===== src/rtl/fpgm_pkg.sv =====
package fpgm_pkg;

  localparam logic [7:0] CMD_PGM_SETUP = 8'h40;
  localparam logic [7:0] CMD_PGM_STOP  = 8'hC0;
  localparam logic [7:0] CMD_READ_MODE = 8'h00;

  typedef enum logic [3:0] {
    SQ_IDLE,
    SQ_WAIT_VPP,
    SQ_SETUP,
    SQ_LOAD,
    SQ_PULSE,
    SQ_STOP,
    SQ_RECOV,
    SQ_READ,
    SQ_RESTORE
  } sq_state_t;

  typedef enum logic [1:0] {
    BC_IDLE,
    BC_SETUP,
    BC_STROBE,
    BC_HOLD
  } bc_phase_t;

endpackage


===== src/rtl/fpgm_interval_timer.sv =====
module fpgm_interval_timer #(
  parameter int TW = 10
) (
  input  logic          clk,
  input  logic          rst,
  input  logic          load,
  input  logic [TW-1:0] count,
  output logic          expired
);

  logic [TW-1:0] remain;

  always_ff @(posedge clk) begin
    if (rst) begin
      remain  <= '0;
      expired <= 1'b0;
    end else begin
      expired <= 1'b0;
      if (load) begin
        remain <= count;
      end else if (remain != '0) begin
        remain <= remain - 1'b1;
        if (remain == TW'(1)) expired <= 1'b1;
      end
    end
  end

endmodule


===== src/rtl/fpgm_bus_cycle.sv =====
module fpgm_bus_cycle
  import fpgm_pkg::*;
#(
  parameter int AW         = 17,
  parameter int STROBE_CYC = 3
) (
  input  logic          clk,
  input  logic          rst,
  input  logic          start,
  input  logic          is_read,
  input  logic [AW-1:0] addr,
  input  logic [7:0]    wdata,
  output logic [7:0]    rdata,
  output logic          cyc_done,
  output logic          ce_n,
  output logic          we_n,
  output logic          oe_n,
  output logic [AW-1:0] bus_addr,
  output logic [7:0]    bus_dout,
  output logic          bus_drive,
  input  logic [7:0]    bus_din
);

  localparam int SW = (STROBE_CYC < 2) ? 1 : $clog2(STROBE_CYC);

  bc_phase_t     phase;
  logic [SW-1:0] left;
  logic          rd_op;

  always_ff @(posedge clk) begin
    if (rst) begin
      phase     <= BC_IDLE;
      left      <= '0;
      rd_op     <= 1'b0;
      rdata     <= '0;
      cyc_done  <= 1'b0;
      ce_n      <= 1'b1;
      we_n      <= 1'b1;
      oe_n      <= 1'b1;
      bus_addr  <= '0;
      bus_dout  <= '0;
      bus_drive <= 1'b0;
    end else begin
      cyc_done <= 1'b0;
      case (phase)
        BC_IDLE: begin
          if (start) begin
            phase     <= BC_SETUP;
            ce_n      <= 1'b0;
            bus_addr  <= addr;
            bus_dout  <= wdata;
            bus_drive <= !is_read;
            rd_op     <= is_read;
          end
        end
        BC_SETUP: begin
          phase <= BC_STROBE;
          left  <= SW'(STROBE_CYC - 1);
          if (rd_op) oe_n <= 1'b0;
          else       we_n <= 1'b0;
        end
        BC_STROBE: begin
          if (left == '0) begin
            phase <= BC_HOLD;
            we_n  <= 1'b1;
            oe_n  <= 1'b1;
            if (rd_op) rdata <= bus_din;
          end else begin
            left <= left - 1'b1;
          end
        end
        BC_HOLD: begin
          phase     <= BC_IDLE;
          ce_n      <= 1'b1;
          bus_drive <= 1'b0;
          cyc_done  <= 1'b1;
        end
        default: phase <= BC_IDLE;
      endcase
    end
  end

endmodule


===== src/rtl/fpgm_sequencer.sv =====
module fpgm_sequencer
  import fpgm_pkg::*;
#(
  parameter int AW        = 17,
  parameter int MAX_TRIES = 25,
  parameter int TRY_W     = 5,
  parameter int TW        = 10,
  parameter int PULSE_CYC = 500,
  parameter int RECOV_CYC = 300
) (
  input  logic             clk,
  input  logic             rst,
  input  logic             req_valid,
  input  logic [AW-1:0]    req_addr,
  input  logic [7:0]       req_data,
  input  logic             vpp_ready,
  output logic             busy,
  output logic             done,
  output logic             fail,
  output logic [TRY_W-1:0] attempts,
  output logic             bus_start,
  output logic             bus_read,
  output logic [AW-1:0]    bus_addr,
  output logic [7:0]       bus_wdata,
  input  logic             bus_done,
  input  logic [7:0]       bus_rdata,
  output logic             tmr_load,
  output logic [TW-1:0]    tmr_count,
  input  logic             tmr_expired
);

  sq_state_t      state;
  logic [AW-1:0]  tgt_addr;
  logic [7:0]     tgt_data;
  logic           pass;

  always_ff @(posedge clk) begin
    if (rst) begin
      state     <= SQ_IDLE;
      busy      <= 1'b0;
      done      <= 1'b0;
      fail      <= 1'b0;
      attempts  <= '0;
      bus_start <= 1'b0;
      bus_read  <= 1'b0;
      bus_addr  <= '0;
      bus_wdata <= '0;
      tmr_load  <= 1'b0;
      tmr_count <= '0;
      tgt_addr  <= '0;
      tgt_data  <= '0;
      pass      <= 1'b0;
    end else begin
      bus_start <= 1'b0;
      tmr_load  <= 1'b0;
      done      <= 1'b0;
      case (state)
        SQ_IDLE: begin
          if (req_valid) begin
            tgt_addr <= req_addr;
            tgt_data <= req_data;
            attempts <= '0;
            fail     <= 1'b0;
            busy     <= 1'b1;
            state    <= SQ_WAIT_VPP;
          end
        end
        SQ_WAIT_VPP: begin
          if (vpp_ready) begin
            bus_start <= 1'b1;
            bus_read  <= 1'b0;
            bus_addr  <= '0;
            bus_wdata <= CMD_PGM_SETUP;
            attempts  <= attempts + 1'b1;
            state     <= SQ_SETUP;
          end
        end
        SQ_SETUP: begin
          if (bus_done) begin
            bus_start <= 1'b1;
            bus_read  <= 1'b0;
            bus_addr  <= tgt_addr;
            bus_wdata <= tgt_data;
            state     <= SQ_LOAD;
          end
        end
        SQ_LOAD: begin
          if (bus_done) begin
            tmr_load  <= 1'b1;
            tmr_count <= TW'(PULSE_CYC);
            state     <= SQ_PULSE;
          end
        end
        SQ_PULSE: begin
          if (tmr_expired) begin
            bus_start <= 1'b1;
            bus_read  <= 1'b0;
            bus_addr  <= '0;
            bus_wdata <= CMD_PGM_STOP;
            state     <= SQ_STOP;
          end
        end
        SQ_STOP: begin
          if (bus_done) begin
            tmr_load  <= 1'b1;
            tmr_count <= TW'(RECOV_CYC);
            state     <= SQ_RECOV;
          end
        end
        SQ_RECOV: begin
          if (tmr_expired) begin
            bus_start <= 1'b1;
            bus_read  <= 1'b1;
            bus_addr  <= tgt_addr;
            bus_wdata <= '0;
            state     <= SQ_READ;
          end
        end
        SQ_READ: begin
          if (bus_done) begin
            bus_start <= 1'b1;
            bus_read  <= 1'b0;
            bus_addr  <= '0;
            if (bus_rdata == tgt_data) begin
              pass      <= 1'b1;
              bus_wdata <= CMD_READ_MODE;
              state     <= SQ_RESTORE;
            end else if (attempts == TRY_W'(MAX_TRIES)) begin
              pass      <= 1'b0;
              bus_wdata <= CMD_READ_MODE;
              state     <= SQ_RESTORE;
            end else begin
              bus_wdata <= CMD_PGM_SETUP;
              attempts  <= attempts + 1'b1;
              state     <= SQ_SETUP;
            end
          end
        end
        SQ_RESTORE: begin
          if (bus_done) begin
            done  <= 1'b1;
            fail  <= !pass;
            busy  <= 1'b0;
            state <= SQ_IDLE;
          end
        end
        default: state <= SQ_IDLE;
      endcase
    end
  end

endmodule


===== src/rtl/fpgm_byte_programmer.sv =====
module fpgm_byte_programmer #(
  parameter int CLK_HZ     = 50_000_000,
  parameter int PULSE_NS   = 10_000,
  parameter int RECOV_NS   = 6_000,
  parameter int MAX_TRIES  = 25,
  parameter int AW         = 17,
  parameter int STROBE_CYC = 3,
  parameter int TRY_W      = $clog2(MAX_TRIES + 1)
) (
  input  logic             clk,
  input  logic             rst,
  input  logic             req_valid,
  input  logic [AW-1:0]    req_addr,
  input  logic [7:0]       req_data,
  input  logic             vpp_ready,
  output logic             busy,
  output logic             done,
  output logic             fail,
  output logic [TRY_W-1:0] attempts,
  output logic             fl_ce_n,
  output logic             fl_we_n,
  output logic             fl_oe_n,
  output logic [AW-1:0]    fl_addr,
  output logic [7:0]       fl_dout,
  output logic             fl_dout_en,
  input  logic [7:0]       fl_din
);

  localparam int CLK_KHZ   = CLK_HZ / 1000;
  localparam int PULSE_CYC = (CLK_KHZ * PULSE_NS + 999_999) / 1_000_000;
  localparam int RECOV_CYC = (CLK_KHZ * RECOV_NS + 999_999) / 1_000_000;
  localparam int LONGEST   = (PULSE_CYC > RECOV_CYC) ? PULSE_CYC : RECOV_CYC;
  localparam int TW        = $clog2(LONGEST + 1);

  logic          bus_start, bus_read, bus_done;
  logic [AW-1:0] bus_addr;
  logic [7:0]    bus_wdata, bus_rdata;
  logic          tmr_load, tmr_expired;
  logic [TW-1:0] tmr_count;

  fpgm_sequencer #(
    .AW(AW), .MAX_TRIES(MAX_TRIES), .TRY_W(TRY_W), .TW(TW),
    .PULSE_CYC(PULSE_CYC), .RECOV_CYC(RECOV_CYC)
  ) u_seq (
    .clk(clk), .rst(rst),
    .req_valid(req_valid), .req_addr(req_addr), .req_data(req_data),
    .vpp_ready(vpp_ready),
    .busy(busy), .done(done), .fail(fail), .attempts(attempts),
    .bus_start(bus_start), .bus_read(bus_read), .bus_addr(bus_addr),
    .bus_wdata(bus_wdata), .bus_done(bus_done), .bus_rdata(bus_rdata),
    .tmr_load(tmr_load), .tmr_count(tmr_count), .tmr_expired(tmr_expired)
  );

  fpgm_interval_timer #(.TW(TW)) u_tmr (
    .clk(clk), .rst(rst), .load(tmr_load), .count(tmr_count),
    .expired(tmr_expired)
  );

  fpgm_bus_cycle #(.AW(AW), .STROBE_CYC(STROBE_CYC)) u_bus (
    .clk(clk), .rst(rst), .start(bus_start), .is_read(bus_read),
    .addr(bus_addr), .wdata(bus_wdata), .rdata(bus_rdata),
    .cyc_done(bus_done),
    .ce_n(fl_ce_n), .we_n(fl_we_n), .oe_n(fl_oe_n),
    .bus_addr(fl_addr), .bus_dout(fl_dout), .bus_drive(fl_dout_en),
    .bus_din(fl_din)
  );

endmodule


===== config.mk =====
export PLATFORM = sky130hd
export DESIGN_NAME = fpgm_byte_programmer
export DESIGN_NICKNAME = d
export VERILOG_FILES = /design/src/rtl/fpgm_pkg.sv /design/src/rtl/fpgm_interval_timer.sv /design/src/rtl/fpgm_bus_cycle.sv /design/src/rtl/fpgm_sequencer.sv /design/src/rtl/fpgm_byte_programmer.sv
export SDC_FILE = /design/constraint.sdc
export NUM_CORES = 1
export LEC_CHECK = 0
export BUFFER_PORTS_ARGS = -buffer_cell sky130_fd_sc_hd__clkbuf_2
export CORE_MARGIN = 8
export CORE_UTILIZATION = 52
export CTS_BUF_LIST = sky130_fd_sc_hd__clkbuf_8
export CTS_CLUSTER_SIZE = 25
export DETAILED_ROUTE_END_ITERATION = 8
export PLACE_DENSITY = 0.8
export SYNTH_ARGS = -nofsm -noshare
export SYNTH_HDL_FRONTEND = slang
export SYNTH_SLANG_ARGS = --single-unit

===== constraint.sdc =====
create_clock -name clk -period 3.6 [get_ports clk]
set_clock_uncertainty 0.1 [all_clocks]
set_input_delay 0.54 -clock clk [delete_from_list [all_inputs] [get_ports clk]]
set_output_delay 0.54 -clock clk [all_outputs]
set_load 0.02 [all_outputs]

==> metrics.txt, run 1 <==
fraction of layout instances using a drive strength above 1=16.6%; Clock Pin Slew Worst Setup and Hold Paths=0.08 ns; Period Utilization, post-route=78.0%; latest clock arrival within the worst-skew pair=0.44 ns; count of final setup violators=0; peak clock frequency supported by timing=0.356 GHz; Post-Synthesis Net Count=665; post-synthesis adder-cell area fraction=2.49%; first-pass GRT wire length=19.3 mm; starting density of the core=52.4%; most instantiated flip-flop cell in the synthesis netlist=sky130_fd_sc_hd__dfxtp_1; worst setup path startpoint=u_seq.state[0]; number of standard-cell rows in the floorplan=36; total clock sinks=122; Core Area=9590 um2; hold path startpoint=req_data[0]; Post-Synth Simple-Gate Area=23.4%; area enclosed by the die boundary=13,100 um2; Ports=74; arrival time at the worst endpoint=3.08 ns; register area share after synthesis=48.6%; count of antenna diodes in the layout=0; depth of the CTS H-tree=4; register bit count reported by yosys=122; via count=4,382; initial antenna violation count=0; number of port buffers=73; growth of design area from synthesis to finish=15.4%; Detailed Route WL=11.5 mm; unrepaired setup endpoints after global routing=no; Nets=720; number of unique standard cell types used by synthesis=50; remaining global-route overflow=0; # hold bufs at CTS=0; Critical Path End Type=register; largest family of logic cells by synthesized area=simple AND/OR/NAND/NOR gates; total of max-cap violations=0; Synth Area in Compound Gates=16.0%; CTS tree=built; measured slew at the worst slew-check pin=1.12 ns; remaining number of nets flagged by the antenna check after routing=0; slowest library cell on the worst path=sky130_fd_sc_hd__dfxtp_1; violation count after the first detailed-route iteration=288; average wire per cell in the routed design=14.1 um; via count of the first global-routing pass=4,219; final hold vios=0; buffers from clock root to sink, at most=2; parity-gate share of the synthesized area counting xor and xnor cells=2.26%; total track usage=18.3%; critical path startpoint category=register; Setup TNS Final=0 ns; share of flip-flops with an asynchronous set or reset=0%; Leakage Power=2.32 nW; final core utilization=60.5%; Max Slew Vio Count=0; worst vdd rail ir drop=0.000413 V; horizontal die dimension=114 um; Power Density=687 nW/um2; number of instances in the synthesized netlist=618; path class of the lowest-slack min-delay path=primary input to register; multiplexer share of the synthesized area=2.79%; DR vias/cell=5.36; die outline height=114 um; launch point of the worst reg-to-reg path=u_seq.state[0]; router iterations before antenna repair=7; EDFF count, synth=0; delay contributed by the slowest stage of the critical path=0.50 ns; final weighted congestion of routability-driven global placement=0.819; outcome=completed; Root Buffer=sky130_fd_sc_hd__clkbuf_8; max_slew headroom=25.1%; maximum number of pins on one net before global-route repair=117; half-perimeter wire length of the detailed placement result=7.86 mm; top fanout value on the critical path=27; clock buffers created by TritonCTS=17; critical path start-end classification=register to register; CP Data Required Time=3.87 ns; quantity of gates resized following cts=0; cells along the critical path=or3_4 -> or3_1 -> buf_4 -> a221o_1 -> or4_1 -> a21boi_1; post-CTS setup buffer count=0; Synth warnings=0; minimum period implied by the final worst setup slack=2.81 ns; Post-route DRC=0; netlist area before placement=5030 um2; Mean Syn Cell Area=8.13 um2
layout by cell type (no fill, tap or decap), types with 3 or more instances in the layout:
master	instances
sky130_fd_sc_hd__a2111oi_0	3
sky130_fd_sc_hd__nand2_1	141
sky130_fd_sc_hd__nand3_1	30
sky130_fd_sc_hd__xor2_1	10
sky130_fd_sc_hd__a21oi_1	98
sky130_fd_sc_hd__dfxtp_1	122
sky130_fd_sc_hd__buf_4	4
sky130_fd_sc_hd__nor2b_1	9
sky130_fd_sc_hd__ha_1	10
sky130_fd_sc_hd__nor3b_1	4
sky130_fd_sc_hd__xnor2_1	3
sky130_fd_sc_hd__a21boi_0	4
sky130_fd_sc_hd__or4_1	4
sky130_fd_sc_hd__or3_1	5
sky130_fd_sc_hd__clkinv_4	3
sky130_fd_sc_hd__nor2_1	32
sky130_fd_sc_hd__nor3_1	12
sky130_fd_sc_hd__a211oi_1	4
sky130_fd_sc_hd__clkinvlp_4	5
sky130_fd_sc_hd__nor4_1	5
sky130_fd_sc_hd__o21ai_0	10
sky130_fd_sc_hd__clkbuf_8	18
sky130_fd_sc_hd__a2bb2oi_1	3
sky130_fd_sc_hd__mux2i_1	14
sky130_fd_sc_hd__inv_1	18
sky130_fd_sc_hd__clkbuf_2	72
sky130_fd_sc_hd__o21a_1	4
cell type report:
cell class                      instances  area (um2)
Multi-Input combinational cell        438        2370
Fill cell                             829        3790
Clock inverter                         13         121
Sequential cell                       122        2440
Tap cell                              133         166
Inverter                               18        67.6
Timing Repair Buffer                   76         390
Clock buffer                           18         248
layer usage:
layer | GRT usage, % | wire [um]
met4 | 9.23 | 246
met3 | 5.06 | 684
met5 | 0 | 0
met2 | 30.3 | 5560
met1 | 21.4 | 5040
sequential cells by signal (all words and copies together), names as in the netlist, 2 cells and up:
signal           cells
u_bus.bus_addr      17
u_seq.bus_addr      17
u_seq.tgt_addr      17
u_tmr.remain         9
u_bus.bus_dout       8
u_bus.rdata          8
u_seq.bus_wdata      8
u_seq.tgt_data       8
u_seq.attempts       5
u_seq.state          4
u_seq.tmr_count      3
u_bus.left           2
u_bus.phase          2
worst max-delay path, delay by kind of cell (launching register included):
family          cells  cell delay (ns)
compound gates      2             0.61
buf+inv             1             0.23
flops               1             0.50
simple gates        3             1.29
worst paths after layout:
| kind | endpoint | slack, ns | depth (start not counted) |
|---|---|---|---|
| setup / recovery | u_seq.attempts[3] | 0.79 | 6 |
| setup reg to reg | u_seq.attempts[3] | 0.79 | 6 |
| hold / removal | u_seq.tgt_data[0] | 0.21 | 3 |
| hold reg to reg | u_seq.bus_wdata[5] | 0.35 | 2 |
power by group:
| group | switching [mW] | internal, mW |
|---|---|---|
| sequential | 0.162 | 1.51 |
| clock | 0.568 | 0.562 |
| combinational | 0.752 | 0.436 |
synth_stat cells (3+ instances only):
master / number / area (um2)
sky130_fd_sc_hd__or4_1: 4 / 30.0
sky130_fd_sc_hd__clkbuf_1: 35 / 131
sky130_fd_sc_hd__nand2_1: 141 / 529
sky130_fd_sc_hd__nor2b_1: 9 / 56.3
sky130_fd_sc_hd__nor4_1: 5 / 31.3
sky130_fd_sc_hd__ha_1: 10 / 125
sky130_fd_sc_hd__or3_1: 5 / 31.3
sky130_fd_sc_hd__o21ai_0: 10 / 50.1
sky130_fd_sc_hd__a211oi_1: 4 / 30.0
sky130_fd_sc_hd__a2111oi_0: 3 / 26.3
sky130_fd_sc_hd__mux2i_1: 14 / 140
sky130_fd_sc_hd__inv_1: 18 / 67.6
sky130_fd_sc_hd__xnor2_1: 3 / 26.3
sky130_fd_sc_hd__xor2_1: 10 / 87.6
sky130_fd_sc_hd__a2bb2oi_1: 3 / 26.3
sky130_fd_sc_hd__o21a_1: 4 / 30.0
sky130_fd_sc_hd__nand3_1: 30 / 150
sky130_fd_sc_hd__nor2_1: 32 / 120
sky130_fd_sc_hd__a21oi_1: 98 / 490
sky130_fd_sc_hd__dfxtp_1: 122 / 2440
sky130_fd_sc_hd__nor3b_1: 4 / 30.0
sky130_fd_sc_hd__a21boi_0: 4 / 30.0
sky130_fd_sc_hd__nor3_1: 14 / 70.1
kinds of logic (layout without fill, tap and decap cells):
family | count (synthesis) | count (layout)
and+or+nand+nor | 260 | 260
adders and majority gates | 10 | 10
AOI/OAI and AO/OA | 141 | 141
xor gates and xnor gates | 13 | 13
DFF | 122 | 122
muxes | 14 | 14
buffers and inverters | 58 | 125
stage by stage:
step                      hold WS, ns  total power, mW  setup WS (ns)  instances  cell area, um2
after detailed placement        0.344             2.88          0.823        787            5430
after global routing            0.217             4.23          0.702        818            5800
after floorplan                 0.332             2.59           1.26        618            5030
final                           0.214             3.99          0.792        818            5800
after global placement          0.340             2.82          0.924        787            5430
after CTS                       0.198             4.00          0.816        818            5800
Note: power is estimated with default switching activity, not from simulation.
==> run 2: changes to the inputs <==
==> constraint.sdc (replaced) <==
create_clock -name clk -period 2.7 [get_ports clk]
set_clock_uncertainty 0.1 [all_clocks]
set_input_delay 0.405 -clock clk [delete_from_list [all_inputs] [get_ports clk]]
set_output_delay 0.405 -clock clk [all_outputs]
set_load 0.02 [all_outputs]
==> run 2 against run 1 <==
Effect of this change:
- power grew 38%
- utilization grew 1.0 points
- sequential power grew 30%
- non-clock buffer count grew 11
- count of clock-buffer cells in the layout shrank 1
- global-route usage grew 0.48 points
- critical endpoint unchanged
==> metrics.txt, run 2 (same netlist as run 1, synthesis figures left out) <==
outcome=completed (unchanged); Period Utilization, post-route=88.7% (was 78.0%); critical path start-end classification=register to register (unchanged); horizontal die dimension=114 um (unchanged); final hold vios=0 (unchanged); Setup TNS Final=0 ns (unchanged); peak clock frequency supported by timing=0.417 GHz (was 0.356 GHz); remaining global-route overflow=0 (unchanged); clock buffers created by TritonCTS=17 (unchanged); measured slew at the worst slew-check pin=0.607 ns (was 1.12 ns); depth of the CTS H-tree=4 (unchanged); worst setup slack after placement=0.380 ns (was 0.823 ns); highest-count cells in the layout ignoring fill and taps=sky130_fd_sc_hd__nand2_1, sky130_fd_sc_hd__dfxtp_1, sky130_fd_sc_hd__a21oi_1 (unchanged); number of port buffers=73 (unchanged); half-perimeter wire length of the detailed placement result=8.40 mm (was 7.86 mm); unrepaired setup endpoints after global routing=no (unchanged); DR vias/cell=5.44 (was 5.36); total track usage=18.8% (was 18.3%); Nets=731 (was 720); initial antenna violation count=0 (unchanged); fraction of power consumed by combinational cells=31.7% (was 29.8%); remaining number of nets flagged by the antenna check after routing=0 (unchanged); via count=4,516 (was 4,382); maximum number of pins on one net before global-route repair=57 (was 117); minimum period implied by the final worst setup slack=2.40 ns (was 2.81 ns); critical path startpoint category=register (unchanged); share of total power in sequential cells=39.5% (was 41.9%); Ports=74 (unchanged); path depth of the worst reg2reg path=5 (was 6); latest clock arrival within the worst-skew pair=0.44 ns (about the same); first-pass GRT wire length=19.8 mm (was 19.3 mm); starting density of the core=52.4% (unchanged); die outline height=114 um (unchanged); Leakage Power=2.39 nW (was 2.32 nW); buffers from clock root to sink, at most=2 (unchanged); Max Slew Vio Count=0 (unchanged); post-CTS setup buffer count=0 (unchanged); quantity of gates resized following cts=0 (unchanged); CP Data Required Time=2.97 ns (was 3.87 ns); average wire per cell in the routed design=14.7 um (was 14.1 um); share of total power consumed by net switching=37.9% (was 37.2%); share of power burned in the clock network=28.8% (was 28.3%); total of max-cap violations=0 (unchanged); growth of design area from synthesis to finish=17.4% (was 15.4%); router iterations before antenna repair=5 (was 7); count of antenna diodes in the layout=0 (unchanged); CTS tree=built (unchanged); Clock Pin Slew Worst Setup and Hold Paths=0.08 ns (about the same); number of standard-cell rows in the floorplan=36 (unchanged); Internal=3.41 mW (was 2.51 mW); setup slack of the worst register-to-register path=0.30 ns (was 0.79 ns); Post-route DRC=0 (unchanged); Hold Path Cell Cnt=3 (unchanged); total clock sinks=122 (unchanged); Critical Path End Type=register (unchanged); fraction of layout instances using a drive strength above 1=18.1% (was 16.6%); top fanout value on the critical path=16 (was 27); registers with the most flip-flops=u_bus.bus_addr x17, u_seq.bus_addr x17, u_seq.tgt_addr x17 (unchanged); arrival time at the worst endpoint=2.66 ns (was 3.08 ns); Core Area=9590 um2 (unchanged); Power Density=930 nW/um2 (was 687 nW/um2); worst vdd rail ir drop=0.000517 V (was 0.000413 V); area enclosed by the die boundary=13,100 um2 (unchanged); violation count after the first detailed-route iteration=317 (was 288); commonest non-fill, non-tap cell in the layout=sky130_fd_sc_hd__nand2_1 (unchanged); count of final setup violators=0 (unchanged); max_slew headroom=59.4% (was 25.1%); worst-case setup margin in the final layout=0.304 ns (was 0.792 ns); Root Buffer=sky130_fd_sc_hd__clkbuf_8 (unchanged); via count of the first global-routing pass=4,361 (was 4,219); final weighted congestion of routability-driven global placement=0.875 (was 0.819); Detailed Route WL=12.2 mm (was 11.5 mm); # hold bufs at CTS=0 (unchanged); switching pwr=2.08 mW (was 1.48 mW); path class of the lowest-slack min-delay path=primary input to register (unchanged)
-- run 2: cell count changes in the layout (fill, tap and decap cells not counted), sizes merged --
cell      change
clkinvlp      -3
inv           +7
clkbuf        -1
clkinv        -2
buf          +11
-- run 2: worst paths after layout --
path	start	to
worst max-delay path	u_seq.state[3]	u_seq.attempts[3]
worst min-delay path	req_addr[13]	u_seq.tgt_addr[13]
worst max register to register	u_seq.state[3]	u_seq.attempts[3]
worst min register to register	u_bus.bus_addr[3]	u_bus.bus_addr[3]
-- run 2: cell type report --
cell class	count	area, um2
multi-input cells	438	2370
well taps	133	166
fillers	830	3690
inverters	18	67.6
clock buffers	17	234
repair buffers	87	473
clock inverters	15	153
flip-flops and latches	122	2440
-- run 2: per-layer routing --
layer  wire length (um)  global-route usage, %
met5                  0                      0
met4                202                   8.34
met3                580                   4.75
met1               5440                   22.0
met2               5950                   31.9
-- run 2: worst max-delay path: stages, from the launching register on --
cell and delay (ns):
sky130_fd_sc_hd__dfxtp_1 0.67, sky130_fd_sc_hd__nor2b_1 0.20, sky130_fd_sc_hd__and3_1 0.29, sky130_fd_sc_hd__a221o_1 0.43
sky130_fd_sc_hd__or4_1 0.49, sky130_fd_sc_hd__a21boi_1 0.15
-- run 2: through the flow --
step | power [mW] | hold WS [ns] | instances | cell area, um2 | util [%]
4_1_cts | 5.49 | 0.0649 | 830 | 5900 | 61.5
3_5_place_dp | 3.92 | 0.344 | 798 | 5520 | 57.5
2_1_floorplan | 3.45 | 0.332 | 618 | 5030 | -
6_report | 5.49 | 0.0821 | 830 | 5900 | 61.5
3_3_place_gp | 3.85 | 0.338 | 798 | 5520 | 57.5
5_1_grt | 5.80 | 0.0764 | 830 | 5900 | 61.5
-- run 2: power groups by stage --
stage / Sequential, mW / Combinational [mW] / Clock, mW
final: 2.17 / 1.74 / 1.58
after global routing: 2.19 / 1.93 / 1.68
after CTS: 2.17 / 1.73 / 1.60
after detailed placement: 2.20 / 1.72 / 0
after global placement: 2.19 / 1.66 / 0
after floorplan: 2.21 / 1.24 / 0
==> run 3: changes to the inputs <==
==> constraint.sdc (replaced) <==
create_clock -name clk -period 2.9 [get_ports clk]
set_clock_uncertainty 0.1 [all_clocks]
set_input_delay 0.435 -clock clk [delete_from_list [all_inputs] [get_ports clk]]
set_output_delay 0.435 -clock clk [all_outputs]
set_load 0.02 [all_outputs]
==> run 3 against run 2 <==
Effect of this change:
- register-to-register slack better by 0.21 ns
- via count rose by 0.13%
- count of clock-buffer cells in the layout stayed put
- sequential cell count stayed put
- routed wire length down 3.6%
- combinational power down 7%
- hold slack better by 0.034 ns
- final area increased by 0.49%
- largest cell class unchanged
- largest power group unchanged
==> metrics.txt, run 3 (same netlist as run 1, synthesis figures left out) <==
measured slew at the worst slew-check pin=0.754 ns (was 0.607 ns); count of final setup violators=0 (unchanged); Ports=74 (unchanged); total power=5.21 mW (was 5.49 mW); total track usage=18.6% (was 18.8%); Detailed Route WL=11.7 mm (was 12.2 mm); fraction of layout instances using a drive strength above 1=18.0% (was 18.1%); Clock Pin Slew Worst Setup and Hold Paths=0.08 ns (about the same); via count of the first global-routing pass=4,392 (was 4,361); commonest non-fill, non-tap cell in the layout=sky130_fd_sc_hd__nand2_1 (unchanged); buffers from clock root to sink, at most=2 (unchanged); outcome=completed (unchanged); average wire per cell in the routed design=14.2 um (was 14.7 um); first-pass GRT wire length=19.8 mm (about the same); Core Area=9590 um2 (unchanged); worst-case setup margin in the final layout=0.515 ns (was 0.304 ns); maximum number of pins on one net before global-route repair=78 (was 57); number of port buffers=73 (unchanged); Critical Path End Type=register (unchanged); unrepaired setup endpoints after global routing=no (unchanged); Post-route DRC=0 (unchanged); top fanout value on the critical path=16 (unchanged); Root Buffer=sky130_fd_sc_hd__clkbuf_8 (unchanged); remaining global-route overflow=0 (unchanged); total of max-cap violations=0 (unchanged); latest clock arrival within the worst-skew pair=0.44 ns (about the same); horizontal die dimension=114 um (unchanged); clock buffers created by TritonCTS=17 (unchanged); via count=4,522 (was 4,516); Period Utilization, post-route=82.2% (was 88.7%); path class of the lowest-slack min-delay path=primary input to register (unchanged); total area of sequential cells=2440 um2 (unchanged); half-perimeter wire length of the detailed placement result=8.33 mm (was 8.40 mm); worst setup slack after placement=0.593 ns (was 0.380 ns); Setup TNS Final=0 ns (unchanged); Final Hold Slack=0.116 ns (was 0.0821 ns); critical path startpoint category=register (unchanged); die outline height=114 um (unchanged); initial antenna violation count=0 (unchanged); fillcell total=837 (was 830); number of standard-cell rows in the floorplan=36 (unchanged); Nets=730 (was 731); Leakage Power=2.41 nW (was 2.39 nW); highest-count cells in the layout ignoring fill and taps=sky130_fd_sc_hd__nand2_1, sky130_fd_sc_hd__dfxtp_1, sky130_fd_sc_hd__a21oi_1 (unchanged); max_slew headroom=49.7% (was 59.4%); critical path start-end classification=register to register (unchanged); violation count after the first detailed-route iteration=251 (was 317); post-CTS setup buffer count=0 (unchanged); quantity of gates resized following cts=0 (unchanged); remaining number of nets flagged by the antenna check after routing=0 (unchanged); registers with the most flip-flops=u_bus.bus_addr x17, u_seq.bus_addr x17, u_seq.tgt_addr x17 (unchanged); router iterations before antenna repair=5 (unchanged); minimum period implied by the final worst setup slack=2.38 ns (was 2.40 ns); arrival time at the worst endpoint=2.64 ns (was 2.66 ns); Max Slew Vio Count=0 (unchanged); final weighted congestion of routability-driven global placement=0.903 (was 0.875); area of combinational cells with multiple inputs=2370 um2 (unchanged); # hold bufs at CTS=0 (unchanged); count of antenna diodes in the layout=0 (unchanged); area enclosed by the die boundary=13,100 um2 (unchanged); DR vias/cell=5.45 (was 5.44); CP Data Required Time=3.16 ns (was 2.97 ns); total clock sinks=122 (unchanged); growth of design area from synthesis to finish=18.0% (was 17.4%); final hold vios=0 (unchanged); depth of the CTS H-tree=4 (unchanged); worst vdd rail ir drop=0.000502 V (was 0.000517 V); starting density of the core=52.4% (unchanged); CTS tree=built (unchanged); Power Density=878 nW/um2 (was 930 nW/um2); peak clock frequency supported by timing=0.419 GHz (was 0.417 GHz); final core utilization=61.8% (was 61.5%)
[run 3: changes by cell type in the layout (fill, tap and decap cells not counted)]
cell | before | now
sky130_fd_sc_hd__buf_4 | 15 | 14
sky130_fd_sc_hd__clkinv_2 | 0 | 2
sky130_fd_sc_hd__bufinv_16 | 1 | 3
sky130_fd_sc_hd__inv_6 | 8 | 5
sky130_fd_sc_hd__clkinvlp_4 | 2 | 1
[run 3: worst max-delay path, stage by stage, from the launching register on]
cell and delay [ns]:
sky130_fd_sc_hd__dfxtp_1 0.65, sky130_fd_sc_hd__nor2b_1 0.20, sky130_fd_sc_hd__and3_1 0.29, sky130_fd_sc_hd__a221o_1 0.41
sky130_fd_sc_hd__or4_1 0.49, sky130_fd_sc_hd__a21boi_1 0.16
[run 3: through the flow]
| stage | cells | area [um2] |
|---|---|---|
| 2_1_floorplan | 618 | 5030 |
| 5_1_grt | 829 | 5930 |
| 6_report | 829 | 5930 |
| 4_1_cts | 829 | 5930 |
| 3_3_place_gp | 797 | 5510 |
| 3_5_place_dp | 797 | 5510 |
[run 3: final cells by class]
class	count	share of cell area, %
Multi-Input combinational cell	438	39.9
Timing Repair Buffer	86	7.85
Tap cell	133	2.81
Inverter	18	1.14
Sequential cell	122	41.2
Clock buffer	17	3.94
Clock inverter	15	3.18
[run 3: final timing paths]
check | to | slack [ns] | cells after the start | startpoint
worst max-delay path | u_seq.attempts[3] | 0.52 | 5 | u_seq.state[3]
worst min-delay path | u_seq.tgt_data[3] | 0.12 | 3 | req_data[3]
worst max register to register | u_seq.attempts[3] | 0.52 | 5 | u_seq.state[3]
worst min register to register | u_seq.bus_wdata[5] | 0.35 | 2 | u_seq.bus_wdata[5]
[run 3: per-layer routing]
| metal | global-route usage [%] | wire, um | share of wire (%) | vias up |
|---|---|---|---|---|
| met2 | 30.5 | 5630 | 48 | 139 |
| met1 | 22.0 | 5220 | 44 | 2131 |
| met4 | 8.70 | 262 | 2.2 | 0 |
| met5 | 0 | 0 | 0 | - |
| met3 | 5.06 | 627 | 5.3 | 21 |
| li1 | - | - | - | 2231 |
[run 3: power by group]
group          switching (mW)  internal, mW  leakage, nW
registers               0.145          1.87        0.990
logic                    1.01         0.594         1.21
clock network           0.717         0.869        0.214
total                    1.87          3.34         2.41
